==> src/rtl/nfr_pkg.sv <==
package nfr_pkg;

  typedef enum logic [2:0] {
    ST_IDLE,
    ST_ISSUE,
    ST_BUSY,
    ST_READ,
    ST_PUSH
  } seq_st_e;

  localparam logic [7:0] OP_LOAD_SETUP = 8'h00;
  localparam logic [7:0] OP_LOAD_GO    = 8'h30;
  localparam logic [7:0] OP_JUMP_SETUP = 8'h05;
  localparam logic [7:0] OP_JUMP_GO    = 8'hE0;

endpackage

==> src/rtl/nfr_strobe.sv <==
// One low-then-high strobe pulse per request, widths in clock cycles.
module nfr_strobe #(
  parameter int LO_CYC = 2,
  parameter int HI_CYC = 2
) (
  input  logic clk,
  input  logic rst_n,
  input  logic go,
  output logic strobe_n,
  output logic cap,
  output logic fin
);
  localparam int MAXC = (LO_CYC > HI_CYC) ? LO_CYC : HI_CYC;
  localparam int CW   = $clog2(MAXC + 1);

  typedef enum logic [1:0] {PH_IDLE, PH_LO, PH_HI} ph_e;

  ph_e           ph_q, ph_d;
  logic [CW-1:0] cnt_q, cnt_d;

  always_comb begin
    ph_d  = ph_q;
    cnt_d = cnt_q;
    case (ph_q)
      PH_IDLE: if (go) begin
        ph_d  = PH_LO;
        cnt_d = CW'(LO_CYC - 1);
      end
      PH_LO: if (cnt_q == '0) begin
        ph_d  = PH_HI;
        cnt_d = CW'(HI_CYC - 1);
      end else begin
        cnt_d = cnt_q - 1'b1;
      end
      PH_HI: if (cnt_q == '0) begin
        ph_d = PH_IDLE;
      end else begin
        cnt_d = cnt_q - 1'b1;
      end
      default: ph_d = PH_IDLE;
    endcase
  end

  always_ff @(posedge clk or negedge rst_n) begin
    if (!rst_n) begin
      ph_q  <= PH_IDLE;
      cnt_q <= '0;
    end else begin
      ph_q  <= ph_d;
      cnt_q <= cnt_d;
    end
  end

  assign strobe_n = (ph_q != PH_LO);
  assign cap      = (ph_q == PH_LO) && (cnt_q == '0);
  assign fin      = (ph_q == PH_HI) && (cnt_q == '0);

endmodule

==> src/rtl/nfr_rb_watch.sv <==
// Waits for ready/busy to fall and rise again, bounded by a watchdog.
module nfr_rb_watch #(
  parameter int TO_LIM = 4096
) (
  input  logic clk,
  input  logic rst_n,
  input  logic start,
  input  logic rb,
  output logic ok,
  output logic tmo
);
  localparam int CW = $clog2(TO_LIM + 1);

  typedef enum logic [1:0] {W_IDLE, W_LOW, W_HIGH} w_e;

  w_e            ph_q, ph_d;
  logic [CW-1:0] cnt_q, cnt_d;
  logic [1:0]    sync_q;
  logic          rb_s;
  logic          expired;

  assign rb_s    = sync_q[1];
  assign expired = (cnt_q == CW'(TO_LIM - 1));

  always_comb begin
    ph_d  = ph_q;
    cnt_d = cnt_q;
    ok    = 1'b0;
    tmo   = 1'b0;
    case (ph_q)
      W_IDLE: if (start) begin
        ph_d  = W_LOW;
        cnt_d = '0;
      end
      W_LOW: if (expired) begin
        tmo  = 1'b1;
        ph_d = W_IDLE;
      end else begin
        cnt_d = cnt_q + 1'b1;
        if (!rb_s) ph_d = W_HIGH;
      end
      W_HIGH: if (expired) begin
        tmo  = 1'b1;
        ph_d = W_IDLE;
      end else if (rb_s) begin
        ok   = 1'b1;
        ph_d = W_IDLE;
      end else begin
        cnt_d = cnt_q + 1'b1;
      end
      default: ph_d = W_IDLE;
    endcase
  end

  always_ff @(posedge clk or negedge rst_n) begin
    if (!rst_n) begin
      ph_q   <= W_IDLE;
      cnt_q  <= '0;
      sync_q <= 2'b11;
    end else begin
      ph_q   <= ph_d;
      cnt_q  <= cnt_d;
      sync_q <= {sync_q[0], rb};
    end
  end

endmodule

==> src/rtl/nand_page_fetch.sv <==
module nand_page_fetch
  import nfr_pkg::*;
#(
  parameter int COL_CYC = 2,
  parameter int ROW_CYC = 3,
  parameter int LEN_W   = 12,
  parameter int T_WLO   = 2,
  parameter int T_WHI   = 2,
  parameter int T_RLO   = 2,
  parameter int T_RHI   = 1,
  parameter int TO_LIM  = 4096,
  localparam int COL_W  = 8 * COL_CYC,
  localparam int ROW_W  = 8 * ROW_CYC
) (
  input  logic             clk,
  input  logic             rst_n,
  input  logic             req_valid,
  output logic             req_ready,
  input  logic [ROW_W-1:0] req_row,
  input  logic [COL_W-1:0] req_col,
  input  logic [LEN_W-1:0] req_len,
  output logic             nf_cle,
  output logic             nf_ale,
  output logic             nf_we_n,
  output logic             nf_re_n,
  output logic [7:0]       nf_dq_o,
  output logic             nf_dq_oe,
  input  logic [7:0]       nf_dq_i,
  input  logic             nf_rb,
  output logic             out_valid,
  input  logic             out_ready,
  output logic [7:0]       out_data,
  output logic             out_last,
  output logic             done,
  output logic             err
);
  localparam int STP_W = $clog2(COL_CYC + ROW_CYC + 2);

  // reset: asserted asynchronously, released through two flops
  logic [1:0] rs_q;
  logic       rst_i_n;

  always_ff @(posedge clk or negedge rst_n) begin
    if (!rst_n) rs_q <= 2'b00;
    else        rs_q <= {rs_q[0], 1'b1};
  end
  assign rst_i_n = rs_q[1];

  seq_st_e          st_q, st_d;
  logic [STP_W-1:0] stp_q, stp_d, last_stp;
  logic             jump_q, jump_d;
  logic [ROW_W-1:0] row_q, page_row_q;
  logic [COL_W-1:0] col_q;
  logic [LEN_W-1:0] left_q, left_d;
  logic             page_ok_q;
  logic [7:0]       byte_q;
  logic             done_q, done_d, err_q, err_d;
  logic             take, page_set, page_clr;
  logic             we_go, we_fin, we_cap;
  logic             re_go, re_fin, re_cap;
  logic             rb_start, rb_ok, rb_tmo;
  logic             is_cmd;
  logic [7:0]       step_byte;

  nfr_strobe #(.LO_CYC(T_WLO), .HI_CYC(T_WHI)) u_we (
    .clk(clk), .rst_n(rst_i_n), .go(we_go),
    .strobe_n(nf_we_n), .cap(we_cap), .fin(we_fin)
  );

  nfr_strobe #(.LO_CYC(T_RLO), .HI_CYC(T_RHI)) u_re (
    .clk(clk), .rst_n(rst_i_n), .go(re_go),
    .strobe_n(nf_re_n), .cap(re_cap), .fin(re_fin)
  );

  nfr_rb_watch #(.TO_LIM(TO_LIM)) u_rb (
    .clk(clk), .rst_n(rst_i_n), .start(rb_start), .rb(nf_rb),
    .ok(rb_ok), .tmo(rb_tmo)
  );

  // bus byte for the current step of the command/address sequence
  always_comb begin
    last_stp  = jump_q ? STP_W'(COL_CYC + 1) : STP_W'(COL_CYC + ROW_CYC + 1);
    is_cmd    = (stp_q == '0) || (stp_q == last_stp);
    step_byte = 8'h00;
    if (stp_q == '0)
      step_byte = jump_q ? OP_JUMP_SETUP : OP_LOAD_SETUP;
    else if (stp_q == last_stp)
      step_byte = jump_q ? OP_JUMP_GO : OP_LOAD_GO;
    else if (stp_q <= STP_W'(COL_CYC))
      step_byte = col_q[8*(int'(stp_q) - 1) +: 8];
    else
      step_byte = row_q[8*(int'(stp_q) - 1 - COL_CYC) +: 8];
  end

  assign take   = (st_q == ST_IDLE) && req_valid;
  assign jump_d = page_ok_q && (req_row == page_row_q);

  always_comb begin
    st_d     = st_q;
    stp_d    = stp_q;
    left_d   = left_q;
    we_go    = 1'b0;
    re_go    = 1'b0;
    rb_start = 1'b0;
    page_set = 1'b0;
    page_clr = 1'b0;
    done_d   = 1'b0;
    err_d    = 1'b0;
    case (st_q)
      ST_IDLE: if (req_valid) begin
        st_d   = ST_ISSUE;
        stp_d  = '0;
        left_d = req_len;
      end
      ST_ISSUE: begin
        we_go = 1'b1;
        if (we_fin) begin
          if (stp_q == last_stp) begin
            if (jump_q) begin
              st_d = ST_READ;
            end else begin
              st_d     = ST_BUSY;
              rb_start = 1'b1;
              page_clr = 1'b1;
            end
          end else begin
            stp_d = stp_q + 1'b1;
          end
        end
      end
      ST_BUSY: if (rb_ok) begin
        page_set = 1'b1;
        st_d     = ST_READ;
      end else if (rb_tmo) begin
        err_d = 1'b1;
        st_d  = ST_IDLE;
      end
      ST_READ: begin
        re_go = 1'b1;
        if (re_fin) st_d = ST_PUSH;
      end
      ST_PUSH: if (out_ready) begin
        if (left_q == LEN_W'(1)) begin
          done_d = 1'b1;
          st_d   = ST_IDLE;
        end else begin
          left_d = left_q - 1'b1;
          st_d   = ST_READ;
        end
      end
      default: st_d = ST_IDLE;
    endcase
  end

  always_ff @(posedge clk or negedge rst_i_n) begin
    if (!rst_i_n) begin
      st_q       <= ST_IDLE;
      stp_q      <= '0;
      jump_q     <= 1'b0;
      row_q      <= '0;
      col_q      <= '0;
      left_q     <= '0;
      page_ok_q  <= 1'b0;
      page_row_q <= '0;
      byte_q     <= '0;
      done_q     <= 1'b0;
      err_q      <= 1'b0;
    end else begin
      st_q   <= st_d;
      stp_q  <= stp_d;
      left_q <= left_d;
      done_q <= done_d;
      err_q  <= err_d;
      if (take) begin
        jump_q <= jump_d;
        row_q  <= req_row;
        col_q  <= req_col;
      end
      if (page_set) begin
        page_ok_q  <= 1'b1;
        page_row_q <= row_q;
      end else if (page_clr) begin
        page_ok_q <= 1'b0;
      end
      if (re_cap) byte_q <= nf_dq_i;
    end
  end

  assign req_ready = (st_q == ST_IDLE);
  assign nf_cle    = (st_q == ST_ISSUE) && is_cmd;
  assign nf_ale    = (st_q == ST_ISSUE) && !is_cmd;
  assign nf_dq_o   = step_byte;
  assign nf_dq_oe  = (st_q == ST_ISSUE);
  assign out_valid = (st_q == ST_PUSH);
  assign out_data  = byte_q;
  assign out_last  = (st_q == ST_PUSH) && (left_q == LEN_W'(1));
  assign done      = done_q;
  assign err       = err_q;

endmodule

==> config.mk <==
export PLATFORM = sky130hd
export DESIGN_NAME = nand_page_fetch
export DESIGN_NICKNAME = d
export VERILOG_FILES = /design/src/rtl/nfr_pkg.sv /design/src/rtl/nfr_strobe.sv /design/src/rtl/nfr_rb_watch.sv /design/src/rtl/nand_page_fetch.sv
export SDC_FILE = /design/constraint.sdc
export NUM_CORES = 1
export LEC_CHECK = 0
export CORE_MARGIN = 2
export CORE_UTILIZATION = 45
export CTS_CLUSTER_SIZE = 30
export DETAILED_ROUTE_END_ITERATION = 10
export PLACE_DENSITY = 0.66
export SKIP_CTS_REPAIR_TIMING = 1
export SLEW_MARGIN = 20
export SYNTH_ARGS = -nofsm -noshare
export SYNTH_HDL_FRONTEND = slang
export SYNTH_SLANG_ARGS = --single-unit
==> constraint.sdc <==
create_clock -name clk -period 4.83 [get_ports clk]
set_input_delay 0.966 -clock clk [delete_from_list [all_inputs] [get_ports clk]]
set_output_delay 0.966 -clock clk [all_outputs]
set_load 0.05 [all_outputs]
==> results.toml <==
[status]
status = "complete, no violations"

[cts]
cts_root_buf = "clkbuf_16"
cts.reportedPaths.clkPinSlew_ps = 60
clockBufferDepth = 2
insertion_delay_ps = 420
tritoncts = "done"
cts_made_buffers = 17
htree_levels = 4
clock_sink_count = 121

[layout]
fillCellCount = 1242
layout.cells.most_common_list = "nand2_1, dfrtp_1, clkdlybuf4s50_1"
antenna_cells = 0
final_net_count = 866
syn_to_final_growth_pct = 26.2
proportion_of_layout_cells_with_a_drive_suffix_above_1 = 0.122
ff_latch_area_mm2 = 0.00303
final_common_cell = "nand2_1"
fin_area_mm2 = 0.00819
multiInputGateArea_mm2 = 0.00324

[setup_path]
worstReg2RegEnd = "left_q[4]"
timing.critical_path.mode_cell = "ha_1"
worst_path_max_fanout = 13
r2r_start = "st_q[0]"
critical_path.startpoint_type = "flop"
end_kind = "output pin"
critPathMaxStageDelay_ps = 840
crit_slowest_cell = "clkdlybuf4s50_1"
reg2reg_slack_ps = 2310
rr_worst_depth = 6
path_cells = "inv_1 -> ha_1 -> xnor2_1 -> ha_1 -> nand2b_1 -> a21oi_1 -> a22oi_1 -> o21ai_0 -> clkdlybuf4s50_1"
arrival_ps = 3440
critPathKind = "reg -> out"
wp_data_required_ps = 3860

[global_routing]
grt_antenna_before_repair = 0
grt_max_degree = 68
track_usage = 0.219
globalRouteOverflowTotal = 0
number_of_global_route_vias_before_repair = 5412
global_route_wire_length_before_repair_mm = 26.2

[logic_synthesis]
synth.mux.area_fraction = 0.0900
synth-edff-count = 0
synthesis.nets = 782
synth_top_cells_by_area = "dfrtp_1, nand2_1, mux2_2"
yosys_register_bits = 121
synth.yosys.warnings = 1
syn-cell-area_mm2 = 0.00649
synthArstFlopShare = 1.00
post_synth.cell_area_avg_um2 = 9.41
netlist.area_leader.share = 0.459
post_synth_xor_area_fraction = 0.0337
postSynth.topFlopCell = "dfrtp_1"
synth-compound-area-share = 0.134
post_synth_and_or_nand_nor_area_fraction = 0.186
dominant_combinational_cell_family_by_area_after_synthesis = "simple AND/OR/NAND/NOR gates"
synth_top_area_cell = "dfrtp_1"
synthCells = 690
synth-adder-area-share = 0.0520
synth.yosys.seq_area_share = 0.467
post_synth_num_cell_types = 61

[drt]
detail-route-antenna-nets = 0
top_layer = "met4"
drt-pass1-iter-count = 6
drt-wirelength-per-cell_um = 16.3
via_per_inst = 5.45
first_iter_violations = 445
detailroute.via_count = 5273
detail_route.drc_violations = 0
wl_final_mm = 15.8
total_length_of_routed_met2_wires_mm = 7.68
route.layer.met1.wl_mm = 7.25
met3RoutedLength_um = 622

[timing]
grt_setup_unrepaired = "no"
achievable-frequency_ghz = 0.227
final_max_slew_viol_count = 0
slew_at_the_pin_closest_to_its_max_slew_limit_ps = 882
finalSetupViolCount = 0
timing.clock.skew_ps = 5.86
relSlewSlack = 0.411
final-hold-violation-count = 0
fin_crit_sh = 0.912
setup-tns-final_ps = 0
period_minus_slack_ps = 4410

[placed_design]
place.detailed.hpwl_mm = 11.1
placed_area_mm2 = 0.00753
globalplace.congestion = 0.863
port_buffers = 90

[power_and_ir_drop]
p_switching_uw = 1880
share_comb_of_total_power = 0.366
clock_power_share = 0.287
fin_total_pwr_uw = 4930
intPower_uw = 3050
vdd_drop_max_mv = 0.266
power_density_mw_per_mm2 = 602
sequentialPowerShare = 0.347
power.leakage_uw = 0.00358
switching_share = 0.381

[floorplanning]
chipWidth_um = 124
floorplan.die_area_mm2 = 0.0154
core_region_area_mm2 = 0.0140
initial_utilization = 0.464
die_height_um = 124
num_rows = 43
design.portCount = 91

[hold_path]
holdCritStartpoint = "rs_q[0]"
timing.hold.worst_endpoint = "rs_q[1]"
min_path_cells = 0
min-delay-path-class = "reg -> reg"

[run]
timing.max_cap.violations = 0
## worst max-delay path by stage
stage                      end      from  depth (start not counted)  slack, ps
finish              nf_dq_o[2]  stp_q[0]                          9        420
detailed placement  nf_dq_o[2]  stp_q[0]                          8        890
global route        nf_dq_o[6]  stp_q[0]                         10        230
CTS                 nf_dq_o[2]  stp_q[0]                          9        450
floorplan           nf_dq_o[0]  stp_q[0]                          9        790
global placement    nf_dq_o[6]  stp_q[0]                          9        990
## final cells by class
| type | instances | share of cell area |
|---|---|---|
| Multi-Input combinational cell | 513 | 0.395 |
| Sequential cell | 121 | 0.370 |
| Timing Repair Buffer | 95 | 0.115 |
| Clock buffer | 18 | 0.0536 |
| Tap cell | 180 | 0.0275 |
| Clock inverter | 14 | 0.0269 |
| Inverter | 26 | 0.0119 |
## state kept, by name, indices dropped and copies added (netlist names), 3 cells and up
signal / flops
out_data: 8
left_q: 12
row_q: 24
page_row_q: 24
stp_q: 3
col_q: 16
u_rb.cnt_q: 13
st_q: 3
## kinds of logic after synthesis
logic type	count (synthesis)
adder cells (fa/ha/maj)	27
multiplexers	53
AND/OR/NAND/NOR	272
other	1
XOR/XNOR	25
AO/OA/AOI/OAI	135
buffers and inverters	56
flip-flops	121
## per-stage QoR
| stage | worst slack, ps | std cells | hold slack, ps | utilization |
|---|---|---|---|---|
| after global routing | 229 | 967 | 358 | 0.586 |
| after global placement | 986 | 935 | 340 | 0.538 |
| after CTS | 450 | 967 | 357 | 0.585 |
| after floorplan | 792 | 690 | 331 | - |
| after detailed placement | 889 | 935 | 339 | 0.538 |
| final | 424 | 967 | 351 | 0.586 |
## critical path: cells and delay by family, from the launching register on
family,cells,cell delay (ps)
buffers and inverters,2,1140
AOI/OAI and AO/OA,3,850
adders and majority gates,2,530
DFF,1,370
xor gates and xnor gates,1,70
and+or+nand+nor,1,50
## cells in the mapped netlist (3+ instances only)
master    number
nand2_1      169
dfrtp_1      119
o21ai_0       45
mux2_2        43
a21oi_1       34
ha_1          27
inv_1         26
nor2_1        26
xnor2_1       25
clkbuf_1      20
nand3_1       18
nand4_1       12
mux2i_1       10
nor3_1         9
nand2b_1       7
o22ai_1        7
a22oi_1        6
and2_1         6
a21o_1         5
o31ai_1        5
nor4_1         4
o21a_1         4
a221oi_1       3
a31oi_1        3
buf_1          3
buf_2          3
buf_6          3
nand3b_1       3
## power by group through the flow
stage | clock, µW | combinational, µW | sequential, µW
finish | 1420 | 1800 | 1710
CTS | 1440 | 1810 | 1710
global route | 1480 | 2000 | 1760
detailed placement | 0 | 1800 | 1720
floorplan | 0 | 1250 | 1720
global placement | 0 | 1740 | 1700
## per-layer routing
metal / global-route usage / vias up
met2: 0.355 / 120
met3: 0.0453 / 26
li1: - / 2553
met4: 0.0857 / 0
met5: 0 / -
met1: 0.290 / 2574
(Power assumes the default switching activity.)
